`src/rtl/pwrseq_pkg.sv`:
```
package pwrseq_pkg;

    typedef struct packed {
        logic deep_pd;
        logic wel;
        logic wip;
    } pwr_flags_t;

    localparam pwr_flags_t FLAGS_AT_START = '{deep_pd: 1'b0, wel: 1'b0, wip: 1'b0};

    typedef enum logic [1:0] {
        OPC_NONE  = 2'd0,
        OPC_READ  = 2'd1,
        OPC_WRITE = 2'd2
    } op_class_e;

    function automatic logic is_write_op(input logic [7:0] code);
        case (code)
            8'h06, 8'h02, 8'hA2, 8'h42, 8'h20,
            8'hD8, 8'hC7, 8'h01, 8'hE5: return 1'b1;
            default:                    return 1'b0;
        endcase
    endfunction

    function automatic op_class_e classify(input logic valid, input logic [7:0] code);
        if (!valid)              return OPC_NONE;
        else if (is_write_op(code)) return OPC_WRITE;
        else                     return OPC_READ;
    endfunction

endpackage

```
`src/rtl/pwr_delay_timer.sv`:
```
module pwr_delay_timer #(
    parameter int CYCLES = 16
) (
    input  logic clk,
    input  logic rst,
    input  logic run,
    output logic done
);
    localparam int W = $clog2(CYCLES + 1);
    localparam logic [W-1:0] LIMIT = W'(CYCLES);

    logic [W-1:0] cnt;

    always_ff @(posedge clk) begin
        if (rst || !run) begin
            cnt <= '0;
        end else if (cnt != LIMIT) begin
            cnt <= cnt + 1'b1;
        end
    end

    assign done = (cnt == LIMIT);

    assert_clear_on_low_R6: assert property (@(posedge clk) disable iff (rst)
        !run |=> !done);
    assert_hold_done_R6: assert property (@(posedge clk) disable iff (rst)
        (done && run) |=> done);

endmodule

```
`src/rtl/pwr_cmd_gate.sv`:
```
module pwr_cmd_gate
    import pwrseq_pkg::*;
(
    input  logic       clk,
    input  logic       rst,
    input  logic       core_rst,
    input  logic       read_ok,
    input  logic       write_ok,
    input  logic       op_valid,
    input  logic [7:0] op_code,
    output logic       cmd_accept,
    output logic       cmd_drop
);
    op_class_e cls;
    logic      permitted;

    always_comb begin
        cls = classify(op_valid, op_code);
        unique case (cls)
            OPC_READ:  permitted = read_ok;
            OPC_WRITE: permitted = write_ok;
            default:   permitted = 1'b0;
        endcase
    end

    always_ff @(posedge clk) begin
        if (rst || core_rst || cls == OPC_NONE) begin
            cmd_accept <= 1'b0;
            cmd_drop   <= 1'b0;
        end else begin
            cmd_accept <= permitted;
            cmd_drop   <= !permitted;
        end
    end

    assert_write_blocked_R2: assert property (@(posedge clk) disable iff (rst)
        (op_valid && !core_rst && is_write_op(op_code) && !write_ok) |=> cmd_drop);
    assert_silent_in_reset_R1: assert property (@(posedge clk) disable iff (rst)
        (op_valid && core_rst) |=> (!cmd_accept && !cmd_drop));
    assert_single_pulse_R5: assert property (@(posedge clk) disable iff (rst)
        !(cmd_accept && cmd_drop));

endmodule

```
`src/rtl/flash_pwrup_guard.sv`:
```
module flash_pwrup_guard
    import pwrseq_pkg::*;
#(
    parameter int T_PUW_CYC = 20,
    parameter int T_VSL_CYC = 8,
    parameter int N_LOCK    = 2
) (
    input  logic                  clk,
    input  logic                  rst,
    input  logic                  vdd_por_ok,
    input  logic                  vdd_min_ok,
    input  logic                  op_valid,
    input  logic [7:0]            op_code,
    output logic                  core_rst,
    output logic                  read_ok,
    output logic                  write_ok,
    output logic                  cmd_accept,
    output logic                  cmd_drop,
    output logic                  init_load,
    output logic [3+2*N_LOCK-1:0] init_status
);
    localparam int LOCK_W = 2 * N_LOCK;

    logic fault;
    logic puw_done, vsl_done;
    logic core_rst_q;
    logic [LOCK_W-1:0] lock_start;

    assign fault    = vdd_min_ok && !vdd_por_ok;
    assign core_rst = rst || !vdd_por_ok || fault;

    pwr_delay_timer #(.CYCLES(T_PUW_CYC)) u_puw (
        .clk (clk),
        .rst (rst),
        .run (vdd_por_ok),
        .done(puw_done)
    );

    pwr_delay_timer #(.CYCLES(T_VSL_CYC)) u_vsl (
        .clk (clk),
        .rst (rst),
        .run (vdd_min_ok && vdd_por_ok),
        .done(vsl_done)
    );

    assign read_ok  = vsl_done && !core_rst;
    assign write_ok = vsl_done && puw_done && !core_rst;

    pwr_cmd_gate u_gate (
        .clk       (clk),
        .rst       (rst),
        .core_rst  (core_rst),
        .read_ok   (read_ok),
        .write_ok  (write_ok),
        .op_valid  (op_valid),
        .op_code   (op_code),
        .cmd_accept(cmd_accept),
        .cmd_drop  (cmd_drop)
    );

    always_ff @(posedge clk) begin
        if (rst) core_rst_q <= 1'b1;
        else     core_rst_q <= core_rst;
    end

    generate
        for (genvar i = 0; i < N_LOCK; i++) begin : g_lock
            assign lock_start[2*i+1] = 1'b0;
            assign lock_start[2*i]   = 1'b0;
        end
    endgenerate

    assign init_load   = core_rst_q && !core_rst;
    assign init_status = {FLAGS_AT_START, lock_start};

    assert_write_implies_read_R4: assert property (@(posedge clk) disable iff (rst)
        write_ok |-> read_ok);
    assert_fault_holds_R7: assert property (@(posedge clk) disable iff (rst)
        (vdd_min_ok && !vdd_por_ok) |-> (core_rst && !read_ok));
    assert_por_low_blocks_R9: assert property (@(posedge clk) disable iff (rst)
        !vdd_por_ok |-> (!read_ok && !write_ok));
    assert_load_once_R8: assert property (@(posedge clk) disable iff (rst)
        init_load |=> !init_load);

endmodule

```
`config.mk`:
```
export PLATFORM = sky130hd
export DESIGN_NAME = flash_pwrup_guard
export DESIGN_NICKNAME = d
export VERILOG_FILES = /design/src/rtl/pwrseq_pkg.sv /design/src/rtl/pwr_delay_timer.sv /design/src/rtl/pwr_cmd_gate.sv /design/src/rtl/flash_pwrup_guard.sv
export SDC_FILE = /design/constraint.sdc
export NUM_CORES = 1
export LEC_CHECK = 0
export BUFFER_PORTS_ARGS = -buffer_cell sky130_fd_sc_hd__buf_2
export CELL_PAD_IN_SITES_DETAIL_PLACEMENT = 0
export CELL_PAD_IN_SITES_GLOBAL_PLACEMENT = 1
export CORE_UTILIZATION = 34
export DETAILED_ROUTE_END_ITERATION = 7
export PLACE_DENSITY_LB_ADDON = 0.3
export SETUP_SLACK_MARGIN = 0.1
export SYNTH_ARGS = -nofsm -noshare
export SYNTH_HDL_FRONTEND = slang
export SYNTH_SLANG_ARGS = --single-unit
```
`constraint.sdc`:
```
create_clock -name clk -period 2.05 [get_ports clk]
set_input_delay 0.615 -clock clk [delete_from_list [all_inputs] [get_ports clk]]
set_output_delay 0.615 -clock clk [all_outputs]
set_load 0.05 [all_outputs]
```
== Yosys cells after proc, flatten, opt, wreduce, memory -nomap -nowiden ==
Index checks and enable logic that the tools add are counted.
Word-level totals
  register bits: 12
  output and inout bits: 13
  word-level logic and storage cells: 44
Operators by class
  add/sub/neg operators: 2
  equal/unequal tests: 15
  multiplexer cells: 5
  reductions and logical operators: 17
Operator list (number)
  8-bit == test (second input constant): 4
  9-bit OR reduction: 1
  8-bit by 1-bit == test with 1-bit output (second input constant): 1
  8-bit by 2-bit == test with 1-bit output (second input constant): 1
  8-bit by 3-bit == test with 1-bit output (second input constant): 1
  8-bit by 6-bit == test with 1-bit output (second input constant): 1
  8-bit by 7-bit == test with 1-bit output (second input constant): 1
  1-bit logical AND: 6
  5-bit by 1-bit adder with 5-bit output (second input constant): 1
  5-bit == test (second input constant): 1
  1-bit logical OR: 5
  5-bit != test (second input constant): 1
  4-bit by 1-bit adder with 4-bit output (second input constant): 1
  4-bit == test (second input constant): 1
  1-bit logical NOT: 4
  2-bit 2-to-1 mux: 2
  4-bit != test (second input constant): 1
  2-bit by 1-bit == test with 1-bit output (second input constant): 1
  2-bit == test (second input constant): 1
  2-bit logical NOT: 1
  1-bit 2-to-1 mux: 2
  1-bit one-hot mux with 2 select lines: 1

== Longest topological paths before layout ==
  word-level depth: 9
  gate-level depth with buffers: 5
  mapped depth without buffers: 5

== Cells and area by module ==
From an unflattened synthesis, not the netlist that was laid out.
Second synthesis, totals
  cell total of the unflattened synthesis: 90
  area, all modules: 848.3 um^2
Modules (own cells, without submodules)
  pwr_delay_timer (u_puw): instances 1, cells each 26, area each 262.8 um^2, seq. area each 100.1 um^2
  pwr_delay_timer (u_vsl): instances 1, cells each 22, area each 247.7 um^2, seq. area each 80.1 um^2
  pwr_cmd_gate: instances 1, cells each 27, area each 211.5 um^2, seq. area each 40.0 um^2
  flash_pwrup_guard: instances 1, cells each 15, area each 126.4 um^2, seq. area each 20.0 um^2

== Least setup slack after synthesis ==
OpenSTA, ideal clock, no wires.
  path kind: input-to-output
  start point: input port rst
  end point: output port write_ok
  data arrival time: 2.587 ns
  data required time: 1.435 ns
  path slack: -1.152 ns
  cell stages on the path: 3
  cells stage by stage: and2b_1 > clkinv_1 > nor3_1
Between the ends
  cells in the longest elaborated chain, start to end: 4
RTL lines
  start: declaration: RTL line flash_pwrup_guard.sv:9  | input logic rst,
  1-bit logical OR (2 in series): RTL line flash_pwrup_guard.sv:30  | assign core_rst = rst || !vdd_por_ok || fault;
  via core_rst: RTL line flash_pwrup_guard.sv:14  | output logic core_rst,
  1-bit logical NOT: RTL line flash_pwrup_guard.sv:47  | assign write_ok = vsl_done && puw_done && !core_rst;
  1-bit logical AND: RTL line flash_pwrup_guard.sv:47
  end: declaration: RTL line flash_pwrup_guard.sv:16  | output logic write_ok,
The timed path passes the listed nets, and every way through them passes these cells.

== Worst setup path after layout ==
  start point: input port rst
  end point: output port write_ok
Between the ends
  cells in the longest elaborated chain, start to end: 4
RTL lines (RTL line)
  1-bit logical OR (2 in series): flash_pwrup_guard.sv:30
  1-bit logical NOT: flash_pwrup_guard.sv:47
  1-bit logical AND: flash_pwrup_guard.sv:47
Every way passes these cells.

==> flow_metrics.py <==
metrics = {
    "yosys": {
        "synth_cells": 85,
        "ys_seq_area_share_pct": 33.6,
        "ys_ff_latch": 12,
        "yosysTopAreaCellShare_pct": 33.6,
        "synth_top_flop_cell": "dfxtp_1",
        "yosysTopAreaCell": "dfxtp_1",
        "synth_area_leaders": "dfxtp_1, buf_4, ha_1, nand2_1, nor2_1",
        "ys_warn_count": 0,
        "synthArstFlopShare_pct": 0,
        "synthDistinctLibCells": 33,
        "synth_edf_count": 0,
        "syn_avg_cell_area_um2": 8.41,
        "netlist_area_um2": 714,
    },
    "worst_hold_path": {
        "hp-class": "reg2reg",
    },
    "critical_path": {
        "worst-path-max-fanout": 3,
        "endpoint_kind": "output port",
        "slowest_stage": "and2b_4",
        "crit_family": "simple AND/OR/NAND/NOR gates",
        "crit_path_max_incr_delay_ns": 0.29,
        "worstPathRequired_ns": 1.43,
        "crit_path_start_kind": "primary input",
        "cp.arrival_ns": 1.43,
        "timing.critical_path.buf_inv": 3,
        "crit_type": "in2out",
        "path_cells": "buf_6 > and2b_4 > clkinv_8 > nor3_4 > buf_6",
        "crit_top_cell": "buf_6",
    },
    "detailed_routing": {
        "antenna_left": 0,
        "avgViaCountPerCell": 4.66,
        "routed-via-count": 671,
        "drtIter0Drc": 10,
        "routedWlPerCell_um": 10.1,
        "dr.pass1.iters": 4,
        "route.detailed.drc": 0,
        "drt-total-wl_um": 1450,
    },
    "timing": {
        "finalHoldViolCount": 0,
        "slew_violations": 0,
        "fin_ws_ns": 0.00403,
        "rsz0062_at_grt": "true",
        "fmax_mhz": 489,
        "whs_ns": 0.471,
        "min_period_over_period_pct": 99.8,
        "setup_viol": 0,
        "clock_skew_ns": 0.00735,
        "period_needed_ns": 2.05,
    },
    "power_and_ir_drop": {
        "power_density_nw_per_um2": 483,
        "power_switching_mw": 0.149,
        "pwr-share-seq_pct": 48.5,
        "p_int_mw": 0.348,
        "clockPowerShare_pct": 28.7,
        "ir_worst_vdd_v": 0.000308,
        "p_leak_nw": 0.438,
        "comb_power_share_pct": 22.8,
        "switching_share_pct": 30.0,
    },
    "cells_and_area": {
        "fillers": 215,
        "area_growth_pct": 44.1,
        "antennaDiodeCount": 0,
        "fin_nets": 136,
        "final_cells": 144,
        "drive_above_1_share_pct": 41.9,
    },
    "clock_network": {
        "cts_inserted_buffers": 3,
        "cts_max_level": 1,
        "cts_sinks": 12,
        "path_clk_slew_ns": 0.07,
        "insertion_delay_ns": 0.27,
        "cts_root_buf": "clkbuf_4",
        "clockBufferDepth": 2,
        "cts_tree": "yes",
    },
    "status": {
        "status": "complete, no violations",
    },
    "placement": {
        "place_worst_setup_slack_ns": -0.0577,
        "dp_cells": 135,
        "io_buffers": 18,
        "place_hpwl_um": 1100,
        "routabilityCongestion": 0.664,
    },
    "flow_run": {
        "drv_cap": 0,
    },
    "grt": {
        "grt_antenna_before_repair": 0,
        "grt_pass1_wl_um": 2040,
        "track_usage_pct": 13.3,
        "grt_max_degree": 7,
        "overflow": 0,
        "first_global_vias": 529,
    },
    "die": {
        "dieHeight_um": 47.8,
        "die_area_um2": 2290,
        "fp-row-count": 16,
        "die_x_um": 47.8,
        "coreArea_um2": 1960,
        "start_util_pct": 36.4,
        "pin_count": 26,
    },
}
==> flip-flops by register name, summed over array words and instances (netlist names) <==
signal,count
core_rst_q,1
u_gate.cmd_accept,1
u_gate.cmd_drop,1
u_puw.cnt,5
u_vsl.cnt,4
==> logic make-up after synthesis <==
kind of cell | count (synthesis) | synth area share (%)
AND/OR/NAND/NOR | 38 | 29.3
buffers and inverters | 13 | 10.5
flip-flops | 12 | 33.6
AO/OA/AOI/OAI | 11 | 11.7
XOR/XNOR | 6 | 7.36
adder cells (fa/ha/maj) | 4 | 7.01
other | 1 | 0.525
==> per-layer routing <==
metal / GRT usage (%) / share of wire (%) / routed length, um / up-vias
li1: - / - / - / 347
met1: 15.9 / 45 / 649 / 297
met2: 20.3 / 46 / 672 / 23
met3: 5.66 / 7.1 / 103 / 4
met4: 6.67 / 1.6 / 23 / 0
met5: 0 / 0 / 0 / -
==> cell type report <==
cell class / count / area (um^2) / share of cell area [%]
timing repair buffer: 30 / 234 / 22.7
sequential: 12 / 244 / 23.7
tap: 27 / 33.8 / 3.28
clock buffer: 3 / 22.5 / 2.19
multi-input combinational: 66 / 460 / 44.7
inverter: 6 / 35.0 / 3.40
==> worst paths after layout <==
kind / start / to / cells past startpoint / slack [ns]
worst min-delay path: u_vsl.cnt[1] / u_vsl.cnt[1] / 2 / 0.47
worst max register to register: u_vsl.cnt[0] / u_gate.cmd_accept / 7 / 0.55
worst max-delay path: rst / write_ok / 5 / 0.004
worst min register to register: u_vsl.cnt[1] / u_vsl.cnt[1] / 2 / 0.47
==> what timing repair did <==
item / 4_1_cts / 5_1_grt
pin swaps: 1 / 3
gates resized for setup: 10 / 16
hold buffers: 0 / 0
setup endpoints to repair: 4 / 4
setup buffers: 0 / 6
==> worst register-to-register path: stages (launching register included) <==
cell and delay [ns]:
dfxtp_2 0.33, inv_2 0.07, ha_4 0.13, nand3b_1 0.14
buf_6 0.17, buf_4 0.13, a2111oi_2 0.29, a22o_2 0.20
==> per-stage QoR <==
step	utilization (%)	instance area (um^2)	power [mW]	setup TNS (ns)
after global placement	45.2	886	0.340	-0.0500
after floorplan	-	769	0.322	-0.0408
after CTS	48.1	943	0.490	-0.0526
after global routing	52.5	1030	0.530	-0.0523
final	52.5	1030	0.498	0
after detailed placement	45.2	886	0.341	-0.0589
==> synthesized netlist by cell type, drive strengths merged, types with 2 or more instances <==
cell type	n
a21oi	4
buf	7
dfxtp	12
ha	4
inv	5
nand2	8
nand3	4
nor2	8
nor3	4
o22ai	2
xnor2	3
xor2	3
==> power by group through the flow <==
stage	combinational [mW]	sequential [mW]	clock [mW]
5_1_grt	0.122	0.242	0.165
6_report	0.113	0.242	0.143
3_3_place_gp	0.0938	0.246	0
2_1_floorplan	0.0733	0.248	0
4_1_cts	0.100	0.241	0.149
3_5_place_dp	0.0948	0.247	0
==> cells in the final DEF (no fill, tap or decap), drive strengths merged, types with 2 or more instances in the layout <==
cell type  Yosys  routed
nand3          4       4
ha             4       4
a21oi          4       4
xnor2          3       3
buf            7      30
clkbuf         0       3
xor2           3       3
inv            5       5
nor3           4       4
conb           1       7
nand2          8       8
o22ai          2       2
nor2           8       8
dfxtp         12      12
Note: power is estimated with default switching activity, not from simulation.
